### src/rtl/bxcv_pkg.sv
package bxcv_pkg;

   typedef enum logic [1:0] {
      MODE_PASS = 2'd0,
      MODE_KEEP = 2'd1,
      MODE_GRAB = 2'd2
   } store_mode_t;

   // Latch-enable level has priority over a sampled clock rise.
   function automatic store_mode_t pick_mode(input logic le, input logic rise);
      if (le)        return MODE_PASS;
      else if (rise) return MODE_GRAB;
      else           return MODE_KEEP;
   endfunction

endpackage

### src/rtl/bxcv_rise.sv
module bxcv_rise #(
   parameter int unsigned SYNC_STAGES = 0
) (
   input  logic clk,
   input  logic rst,
   input  logic sig_in,
   output logic rise
);
   logic sampled;
   logic prev;

   initial assert (SYNC_STAGES <= 4) else $error("SYNC_STAGES above 4");

   generate
      if (SYNC_STAGES == 0) begin : g_direct
         assign sampled = sig_in;
      end else begin : g_sync
         logic [SYNC_STAGES-1:0] chain;
         always_ff @(posedge clk) begin
            if (rst) begin
               chain <= '1;
            end else begin
               chain[0] <= sig_in;
               for (int i = 1; i < int'(SYNC_STAGES); i++) chain[i] <= chain[i-1];
            end
         end
         assign sampled = chain[SYNC_STAGES-1];
      end
   endgenerate

   // Reset to one so that a clock already high at release is no edge.
   always_ff @(posedge clk) begin
      if (rst) prev <= 1'b1;
      else     prev <= sampled;
   end

   assign rise = sampled & ~prev;

   AST_RISE_SINGLE: assert property (@(posedge clk) disable iff (rst)
      rise |=> !rise);

endmodule

### src/rtl/bxcv_store.sv
module bxcv_store
   import bxcv_pkg::*;
#(
   parameter int unsigned WIDTH = 18
) (
   input  logic             clk,
   input  logic             rst,
   input  logic             le,
   input  logic             rise,
   input  logic [WIDTH-1:0] din,
   output logic [WIDTH-1:0] dout
);
   store_mode_t      mode;
   logic [WIDTH-1:0] q;

   initial assert (WIDTH >= 1) else $error("WIDTH must be positive");

   assign mode = pick_mode(le, rise);

   always_ff @(posedge clk) begin
      if (rst) begin
         q <= '0;
      end else begin
         case (mode)
            MODE_PASS, MODE_GRAB: q <= din;
            default:              q <= q;
         endcase
      end
   end

   assign dout = (mode == MODE_PASS) ? din : q;

   AST_KEEP_STABLE: assert property (@(posedge clk) disable iff (rst)
      (!le && !rise) |=> (le || $stable(dout)));

endmodule

### src/rtl/bxcv_drive.sv
module bxcv_drive #(
   parameter int unsigned WIDTH          = 18,
   parameter bit          EN_ACTIVE_HIGH = 1'b1
) (
   input  logic             rst,
   input  logic             oe,
   input  logic [WIDTH-1:0] din,
   output logic [WIDTH-1:0] dout,
   output logic             den
);
   logic on;

   generate
      if (EN_ACTIVE_HIGH) begin : g_high
         assign on = oe;
      end else begin : g_low
         assign on = ~oe;
      end
   endgenerate

   assign den  = on & ~rst;
   assign dout = din;

endmodule

### src/rtl/bxcv_top.sv
module bxcv_top #(
   parameter int unsigned WIDTH       = 18,
   parameter int unsigned SYNC_STAGES = 0
) (
   input  logic             clk,
   input  logic             rst,
   input  logic [WIDTH-1:0] a_data_in,
   output logic [WIDTH-1:0] a_data_out,
   output logic             a_drive_en,
   input  logic [WIDTH-1:0] b_data_in,
   output logic [WIDTH-1:0] b_data_out,
   output logic             b_drive_en,
   input  logic             oe_ab,
   input  logic             le_ab,
   input  logic             clk_ab,
   input  logic             oe_ba_n,
   input  logic             le_ba,
   input  logic             clk_ba
);
   logic             ab_rise, ba_rise;
   logic [WIDTH-1:0] ab_word, ba_word;

   initial assert (WIDTH >= 1 && WIDTH <= 1024) else $error("WIDTH out of range");

   // A to B
   bxcv_rise #(.SYNC_STAGES(SYNC_STAGES)) u_rise_ab (
      .clk(clk), .rst(rst), .sig_in(clk_ab), .rise(ab_rise));
   bxcv_store #(.WIDTH(WIDTH)) u_store_ab (
      .clk(clk), .rst(rst), .le(le_ab), .rise(ab_rise),
      .din(a_data_in), .dout(ab_word));
   bxcv_drive #(.WIDTH(WIDTH), .EN_ACTIVE_HIGH(1'b1)) u_drive_b (
      .rst(rst), .oe(oe_ab), .din(ab_word), .dout(b_data_out), .den(b_drive_en));

   // B to A
   bxcv_rise #(.SYNC_STAGES(SYNC_STAGES)) u_rise_ba (
      .clk(clk), .rst(rst), .sig_in(clk_ba), .rise(ba_rise));
   bxcv_store #(.WIDTH(WIDTH)) u_store_ba (
      .clk(clk), .rst(rst), .le(le_ba), .rise(ba_rise),
      .din(b_data_in), .dout(ba_word));
   bxcv_drive #(.WIDTH(WIDTH), .EN_ACTIVE_HIGH(1'b0)) u_drive_a (
      .rst(rst), .oe(oe_ba_n), .din(ba_word), .dout(a_data_out), .den(a_drive_en));

   AST_PASS_AB: assert property (@(posedge clk) disable iff (rst)
      le_ab |-> (b_data_out == a_data_in));
   AST_PASS_BA: assert property (@(posedge clk) disable iff (rst)
      le_ba |-> (a_data_out == b_data_in));
   AST_GRAB_AB: assert property (@(posedge clk) disable iff (rst)
      (!le_ab && ab_rise) ##1 !le_ab |-> (b_data_out == $past(a_data_in)));
   AST_GRAB_BA: assert property (@(posedge clk) disable iff (rst)
      (!le_ba && ba_rise) ##1 !le_ba |-> (a_data_out == $past(b_data_in)));
   AST_PASS_STORED_AB: assert property (@(posedge clk) disable iff (rst)
      le_ab |=> (le_ab || b_data_out == $past(a_data_in)));
   AST_RST_QUIET: assert property (@(posedge clk)
      rst |-> (!a_drive_en && !b_drive_en));

endmodule

### config.mk
export PLATFORM = sky130hd
export DESIGN_NAME = bxcv_top
export DESIGN_NICKNAME = d
export VERILOG_FILES = /design/src/rtl/bxcv_pkg.sv /design/src/rtl/bxcv_rise.sv /design/src/rtl/bxcv_store.sv /design/src/rtl/bxcv_drive.sv /design/src/rtl/bxcv_top.sv
export SDC_FILE = /design/constraint.sdc
export NUM_CORES = 1
export LEC_CHECK = 0
export ABC_AREA = 1
export BUFFER_PORTS_ARGS = -buffer_cell sky130_fd_sc_hd__buf_4
export CAP_MARGIN = 0
export CORE_ASPECT_RATIO = 0.9
export CORE_MARGIN = 5
export CORE_UTILIZATION = 52
export CTS_CLUSTER_DIAMETER = 30
export DETAILED_ROUTE_END_ITERATION = 6
export PLACE_DENSITY = 0.89
export SYNTH_ARGS = -nofsm -noshare
export SYNTH_HDL_FRONTEND = slang
export SYNTH_SLANG_ARGS = --single-unit
### constraint.sdc
create_clock -name clk -period 2.3 [get_ports clk]
set_clock_uncertainty 0.05 [all_clocks]
set_input_delay 0.345 -clock clk [delete_from_list [all_inputs] [get_ports clk]]
set_output_delay 0.345 -clock clk [all_outputs]
set_load 0.02 [all_outputs]
**Yosys cells after proc, flatten, opt, wreduce, memory -nomap -nowiden**

Index checks and enable logic that the tools add are counted.

- Word-level logic and storage cells: 24
- Output and inout bits: 38
- Register bits: 38

- Equal/unequal tests: 2
- Bitwise logic cells: 8
- Reduce and logical (&&, ||, !) cells: 4
- Multiplexer cells: 6

Operators by type and width:

| cell | number |
|---|---|
| $mux W18 | 2 |
| $mux W2 | 4 |
| $and A1 B1 Y1 | 4 |
| $eq A2 B2 Y1 const B | 2 |
| $logic_not A2 Y1 | 2 |
| $not A1 Y1 | 4 |
| $reduce_or A2 Y1 | 2 |

**Longest topological paths before layout**

Gate-level depths: netlist (run 1).

- Depth in word-level cells: 6
- Depth in mapped cells: 7
- Depth with buffers taken out: 6

**Hierarchy**

From an unflattened synthesis (run 1), not the netlist that was laid out.

- Cells, all modules: 359
- Area, all modules: 2253.4 µm²

Modules (own cells, without submodules):

| module | area each (µm²) | instances | cells an instance | sequential area each (µm²) |
|---|---|---|---|---|
| bxcv_store | 947.2 | 2 | 155 | 360.3 |
| bxcv_drive (u_drive_b) | 145.1 | 1 | 20 | 0.0 |
| bxcv_drive (u_drive_a) | 138.9 | 1 | 19 | 0.0 |
| bxcv_rise | 37.5 | 2 | 5 | 20.0 |

**Least setup slack after synthesis (run 1)**

OpenSTA, ideal clock, no wires.

- Path kind: input to output
- From: input port le_ab
- To: output port b_data_out[15]
- Cell stages on the path: 3
- Data arrival time: 1.122 ns
- Path slack: 0.783 ns
- Path buffers: 2
- Cells stage by stage: buf_6 -> buf_2 -> o21ai_0

- Word-level cells in the longest chain between the ends: 3

Ends and longest elaborated chain:

| element | RTL line | source |
|---|---|---|
| start, declared | bxcv_top.sv:14 | `input logic le_ab,` |
| $mux W2 | bxcv_pkg.sv:11 | `if (le) return MODE_PASS;` |
| $logic_not A2 Y1 | bxcv_store.sv:31 | `assign dout = (mode == MODE_PASS) ? din : q;` |
| $mux W18 | bxcv_store.sv:31 |  |
| end, declared | bxcv_top.sv:11 | `output logic [WIDTH-1:0] b_data_out,` |

Every way passes these cells.

**Worst setup path after layout (run 1)**

- From: input port le_ba
- To: output port a_data_out[9]

- Word-level cells in the longest chain between the ends: 3

Ends and longest elaborated chain:

| element | RTL line | source |
|---|---|---|
| start, declared | bxcv_top.sv:17 | `input logic le_ba,` |
| $mux W2 | bxcv_pkg.sv:11 |  |
| $logic_not A2 Y1 | bxcv_store.sv:31 |  |
| $mux W18 | bxcv_store.sv:31 |  |
| end, declared | bxcv_top.sv:8 | `output logic [WIDTH-1:0] a_data_out,` |

Every way passes these cells.

==> out/results.txt, run 1 <==
In this run the power spent charging and discharging nets is 0.000495 W. For the post-synthesis net count, the log shows 366. The sequential cells in the finished layout cover a total of 761 um2. During placement, the flow inserted port buffers numbering 81. The post-route standard cell area excluding fillers came out at 0.00265 mm2. The run finished with clean final reports. After detailed routing, the average wire length per cell comes to 11.3 um. The total CTS buffers came out at 5. The routed design has 4.98 mm of wire. The kind of start point of the critical path was an input pin. The tightest hold path in the finished design has a slack of 0.198 ns. After synthesis, the cell types taking the most area are sky130_fd_sc_hd__dfxtp_1 38%, sky130_fd_sc_hd__nand2_1 15%, sky130_fd_sc_hd__nor2_1 12%, sky130_fd_sc_hd__o21ai_0 9.0%, sky130_fd_sc_hd__inv_1 7.3%. Data arrives at the worst endpoint at 1.24 ns. The area share of the largest cell type after synthesis came out at 38.0%. The number of hold violations in the final report came out at 0. Critical path class: in2out. The tools report the post-synthesis sequential area ratio as 38.0%. Gates resized during post-CTS repair numbered 0. The total of flip-flops plus latches after synthesis is 38, and the initial antenna violation count is 0. Counting every sink on the clock net gives 38. Entering global routing, the biggest net connects 39 pins. The number of cells on the worst reg-to-reg path is 6. The hold path startpoint was clk_ba. After legalization and detailed placement, the total HPWL measured 3.55 mm.

The detail route stage leaves a number of antenna-violating nets equal to 0. Of all nets on the critical path, the largest fanout is 26. The number of global-route vias before repair was 1,936; the count of final setup violators was 0. TritonCTS built the clock tree.

The worst-case IR drop observed on VDD is 0.000376 V. The share of post-route cells with drive strength above 1 came out at 26.9%. The clock root buffer master is sky130_fd_sc_hd__clkbuf_8.

Across the run, the number of max-cap violations was 0. The remaining max-slew budget at the tightest pin came out at 34.8%. For the number of placed I/O pins, the log shows 82.

The time the final worst path needs with I/O delays and setup came out at 1.63 ns. The detailed-router iteration count before antenna repair was 4; the weighted congestion at the end of routability-driven global placement was 0.775. The average instance in the mapped netlist occupies 6.21 um2.

Sum of overflow across all layers after global routing: 0. The vertical die dimension is 68.8 um, and the power density relative to cell area is 615 mW/mm2. The global-route wire length before repair was 8.14 mm; the filler cell count was 329.

The tools report the post-CTS setup buffer count as 0. The proportion of total power due to net switching came out at 30.4%. The floorplan row count was 21; the area taken by multi-input logic gates was 970 um2. The initial cell density of the core was 54.0%. The total cell area at the placement stage was 0.00256 mm2; the aggregate negative setup slack was 0 ns. For this design, the CTS-stage hold fixing added 0 buffers.

After detailed routing, the number of remaining DRC violations is 0. Cell internal power dissipation: 0.00113 W. Number of H-tree levels: 2. Cell taking the most area after synthesis: sky130_fd_sc_hd__dfxtp_1. The sequential group share of total power is 44.4%, and the synthesis-to-finish area growth is 32.5%.

In this run the static leakage power is 1.39 nW. Across every metal layer, demand over resource in global routing totals 20.4%. The core footprint was 0.00370 mm2; the actual slew at the worst max-slew pin was 0.971 ns. Using the TritonRoute via totals, the vias-per-cell ratio works out to 4.85. The share of the core filled with cells came out at 71.5%. The startpoint of the worst-slack reg-to-reg timing path is u_rise_ba.prev.

The final layout contains 437 nets. Measured along the x axis, the die boundary spans 75.4 um. Tracing the worst setup path back leads to its startpoint at le_ba. The longest clock path from root to sink contains 2 buffers.

The violation count after the first detailed-routing iteration is 186. The final clock period utilization by the worst path works out to 70.9%. For the worst setup path, the data required time is 1.90 ns. The clock transition time at the flip-flop clock pins of the worst setup and hold paths was 0.07 ns; the power share of the clock group was 28.7%. Combinational cells account for 27.0% of the total power. The number of vias after detailed routing was 2,133. The achievable clock frequency came out at 0.613 GHz.

Setup repair after global routing left no endpoint under its margin. Synthesis produced a netlist whose cell count is 322. After synthesis, the netlist uses 16 different library cells. The total die area is 0.00519 mm2, and the count of final max-slew check failures is 0.

The synthesized cell area was 0.00200 mm2; the count of yosys warnings during synthesis was 0. Antenna diode instance count: 0. The tightest min-delay check is of the in2reg type.

The run gives 0.78 ns as the setup slack on the worst flop-to-flop path. STA classifies the critical path endpoint as a primary output. The hold-critical path depth is 2. Later-pin clock latency in the skew report: 0.29 ns.
-- stage by stage --
step           total power [W]  cells  setup WS, ns
2_1_floorplan          0.00100    322         0.783
3_5_place_dp           0.00118    432         0.513
4_1_cts                0.00164    440         0.700
6_report               0.00163    440         0.669
3_3_place_gp           0.00116    432         0.560
5_1_grt                0.00172    440         0.576
-- path summary, 6_finish.rpt --
| check | end |
|---|---|
| worst min-delay path | u_rise_ba.prev |
| worst min register to register | u_store_ba.q[10] |
| worst max register to register | u_store_ba.q[3] |
| worst max-delay path | a_data_out[9] |
-- sequential cells by signal, summed over array words and instances (netlist names) --
signal and count:
u_store_ab.q 18, u_store_ba.q 18, u_rise_ab.prev 1, u_rise_ba.prev 1
-- power groups by stage --
| stage | logic [W] | registers [W] | clock network [W] |
|---|---|---|---|
| floorplan | 0.000269 | 0.000734 | 0 |
| global placement | 0.000427 | 0.000736 | 0 |
| detailed placement | 0.000439 | 0.000738 | 0 |
| CTS | 0.000442 | 0.000723 | 0.000474 |
| global route | 0.000490 | 0.000727 | 0.000507 |
| finish | 0.000440 | 0.000723 | 0.000467 |
-- synth_stat cells --
master	number
sky130_fd_sc_hd__nand2_1	80
sky130_fd_sc_hd__nor2_1	64
sky130_fd_sc_hd__inv_1	39
sky130_fd_sc_hd__dfxtp_1	38
sky130_fd_sc_hd__o21ai_0	36
sky130_fd_sc_hd__nand3_1	29
sky130_fd_sc_hd__nor2_2	10
sky130_fd_sc_hd__buf_2	8
sky130_fd_sc_hd__buf_4	3
sky130_fd_sc_hd__buf_6	3
sky130_fd_sc_hd__clkbuf_1	3
sky130_fd_sc_hd__inv_2	3
sky130_fd_sc_hd__nand2_2	2
sky130_fd_sc_hd__or2_2	2
sky130_fd_sc_hd__a21oi_4	1
sky130_fd_sc_hd__clkinv_1	1
-- per-layer routing --
metal	vias up	wire length [um]	GRT usage [%]
li1	1114	-	-
met1	943	2080	23.1
met2	68	2380	36.5
met3	8	468	6.67
met4	0	56	5.90
met5	-	0	0
-- cells by family after synthesis --
group	count (synthesis)	synth area share (%)
compound gates	37	9.82
buf+inv	60	13.5
flops	38	38.0
simple gates	187	38.7
-- layout by cell type (no fill, tap or decap), types with 2 or more instances in the layout --
cell / n
sky130_fd_sc_hd__buf_4: 81
sky130_fd_sc_hd__nand2_1: 80
sky130_fd_sc_hd__nor2_1: 64
sky130_fd_sc_hd__inv_1: 39
sky130_fd_sc_hd__dfxtp_1: 38
sky130_fd_sc_hd__o21ai_0: 36
sky130_fd_sc_hd__nand3_1: 29
sky130_fd_sc_hd__nor2_2: 10
sky130_fd_sc_hd__clkbuf_8: 6
sky130_fd_sc_hd__inv_2: 3
sky130_fd_sc_hd__nand2_2: 2
sky130_fd_sc_hd__or2_2: 2
-- cell type report --
cell class	count	area share, %
clock buffer	7	3.26
sequential	38	28.7
inverter	43	6.09
timing repair buffer	81	23.0
clock inverter	1	0.189
tap	46	2.17
multi-input combinational	224	36.6
-- critical path: stages --
cell and delay [ns]:
sky130_fd_sc_hd__buf_4 0.18, sky130_fd_sc_hd__inv_2 0.32, sky130_fd_sc_hd__nand2_1 0.08, sky130_fd_sc_hd__o21ai_0 0.11
sky130_fd_sc_hd__buf_4 0.18
No activity file was read; power rests on OpenSTA's default activity.
==> run 2, diff against run 1 <==
--- a/config.mk
+++ b/config.mk
@@ -10,10 +10,10 @@
 export CAP_MARGIN = 0
 export CORE_ASPECT_RATIO = 0.9
 export CORE_MARGIN = 5
-export CORE_UTILIZATION = 52
+export CORE_UTILIZATION = 48
 export CTS_CLUSTER_DIAMETER = 30
 export DETAILED_ROUTE_END_ITERATION = 6
-export PLACE_DENSITY = 0.89
+export PLACE_DENSITY = 0.84
 export SYNTH_ARGS = -nofsm -noshare
 export SYNTH_HDL_FRONTEND = slang
 export SYNTH_SLANG_ARGS = --single-unit
==> constraint.sdc (replaced) <==
create_clock -name clk -period 1.7 [get_ports clk]
set_clock_uncertainty 0.05 [all_clocks]
set_input_delay 0.255 -clock clk [delete_from_list [all_inputs] [get_ports clk]]
set_output_delay 0.255 -clock clk [all_outputs]
set_load 0.02 [all_outputs]
==> out/results.txt, run 2 (same netlist as run 1, synthesis figures left out) <==
The number of cells on the worst reg-to-reg path is 4. After global routing the overflow that remains totals 0. Summing over every cut layer, the via total after detailed routing is 2,113. The first global-routing pass estimated 8.37 mm of wire.

Of all nets on the critical path, the largest fanout is 2. Clock-pin slew was measured on the worst setup and hold paths at 0.06 ns. The aggregate negative setup slack was 0 ns. For this design the top-level I/O count stands at 82. The tools report the kind of start point of the critical path as a register.

The post-CTS setup buffer count was 0; the floorplan row count was 22. The logs give 0 for the remaining design rule violation count and 0.00259 mm2 for the total cell area at the placement stage. Clock tree synthesis found a total of 38 sinks. Setup slack on the worst flop-to-flop path: 0.55 ns.

The all-layer global routing usage was 18.2%. The time the final worst path needs with I/O delays and setup is 1.38 ns. TritonCTS built the clock tree.

At the pin with the least slew margin, the transition time is 0.521 ns. In the final layout, the share of cells above drive strength 1 is 27.3%. In this run, post-CTS hold repair placed 0 buffers. The library cell used most frequently in the layout, excluding fill and tap cells, is sky130_fd_sc_hd__buf_4.

The buffer levels on the longest clock path came out at 2. For this configuration, the core starts out at a cell density of 49.4%. The logs give 0 for the number of hold violations in the final report and 0 for the antenna diode instance count. The violation count after the first detailed-routing iteration is 135.

Synthesis-to-finish area growth: 33.9%. Critical path arrival: 1.07 ns. At the worst endpoint, the required time is 1.39 ns. The library cells used most frequently in the layout, excluding fill and tap cells, are 83 x sky130_fd_sc_hd__buf_4, 80 x sky130_fd_sc_hd__nand2_1, 64 x sky130_fd_sc_hd__nor2_1. The number of H-tree levels was 2; the width of the chip was 78.0 um.

The finished cells cover 0.00268 mm2. The routed design has 5.02 mm of wire. The placed cell count was 437; the vertical die dimension was 71.2 um.

IR analysis of the VDD net gives a maximum drop of 0.000447 V. The tools report the count of final setup violators as 0. Along the worst hold path, the cell count comes to 2. At the end of the flow the core is filled with cells to 66.2%. For the worst-skew pair, the clock arrives at the later sink with an insertion delay of 0.28 ns.

For this design the static power due to leakage is 1.40 nW. Final critical-path setup slack: 0.323 ns. The tools report the end of the worst register-to-register path as u_store_ab.q[10].

The run gives 4 as the detailed-router iteration count before antenna repair. The count of cells in the finished layout, fillers not included, comes to 443. For the initial antenna violation count, the log shows 0. The startpoint identified for the worst hold timing path is clk_ba. In this run the remaining antenna-violating nets after routing total 0. The worst setup path is of the reg2out kind. Timing analysis after detailed placement gives a worst setup slack of 0.338 ns.

The startpoint of the worst-slack reg-to-reg timing path is u_rise_ab.prev. The floorplan step defined a core boundary enclosing 0.00405 mm2. Dividing total power by cell area gives a power density of 814 mW/mm2. Setup repair after global routing left no endpoint under its margin.

The tools report the number of maximum-capacitance constraint violations as 0. The largest registers in the layout are u_store_ab.q x18, u_store_ba.q x18. The total die area is 0.00556 mm2, and the half-perimeter wire length after placement is 3.66 mm. Class of the most critical hold timing path: in2reg. Achievable clock frequency: 0.726 GHz. Entering global routing, the biggest net connects 39 pins. The clock root buffer master is sky130_fd_sc_hd__clkbuf_8. At the end of routability-driven placement, the weighted congestion stood at 0.796. The final critical path takes up 81.0% of the cycle. Input and output buffers added on the ports amount to 81. The path with the worst hold slack has its endpoint at u_rise_ba.prev. At the end of the flow, the number of nets in the layout was 440. The total CTS buffers came out at 5. The routed via count divided by cell count was 4.77; the count of final max-slew check failures was 0. The run finished with clean final reports.

The logs give 0 for the total of cells resized after clock tree synthesis and 1,897 for the number of global-route vias before repair. The wire length per cell after detailed routing came out at 11.3 um. The worst setup path is captured at a primary output.

The run gives 65.2% as the remaining max-slew budget at the tightest pin.
## run 2: worst max-delay path, stage by stage (launching register included)
cell and delay [ns]:
sky130_fd_sc_hd__dfxtp_1 0.31, sky130_fd_sc_hd__inv_1 0.04, sky130_fd_sc_hd__o21ai_0 0.23, sky130_fd_sc_hd__buf_4 0.20
## run 2: worst max path at each step
stage / from / endpoint / cells past startpoint
6_report: u_store_ab.q[11] / b_data_out[11] / 3
5_1_grt: le_ba / a_data_out[10] / 4
4_1_cts: u_store_ab.q[11] / b_data_out[11] / 3
3_5_place_dp: le_ba / u_store_ba.q[2] / 6
3_3_place_gp: le_ba / u_store_ba.q[14] / 6
2_1_floorplan: le_ab / b_data_out[15] / 3
## run 2: area by class of cell
type | instances | area [um2]
clock buffer | 6 | 82.6
fill | 369 | 1370
inverter | 43 | 161
multi-input combinational | 224 | 970
sequential | 38 | 761
tap | 48 | 60.1
timing repair buffer | 84 | 643
## run 2: metal layers
layer,GRT usage (%),wire [um]
met2,28.6,2330
met4,5.63,58
met5,0,0
met3,6.53,405
met1,23.4,2230
## run 2: metrics by stage
step | power, W | hold slack [ns]
2_1_floorplan | 0.00136 | 0.309
3_3_place_gp | 0.00159 | 0.403
3_5_place_dp | 0.00160 | 0.405
4_1_cts | 0.00220 | 0.103
5_1_grt | 0.00230 | 0.107
6_report | 0.00218 | 0.111
## run 2: power breakdown
| part | internal [W] | leakage, nW | switching (W) |
|---|---|---|---|
| logic | 0.000256 | 1.04 | 0.000345 |
| registers | 0.000959 | 0.317 | 0.0000202 |
| clock network | 0.000312 | 0.0431 | 0.000288 |
| total | 0.00153 | 1.40 | 0.000653 |
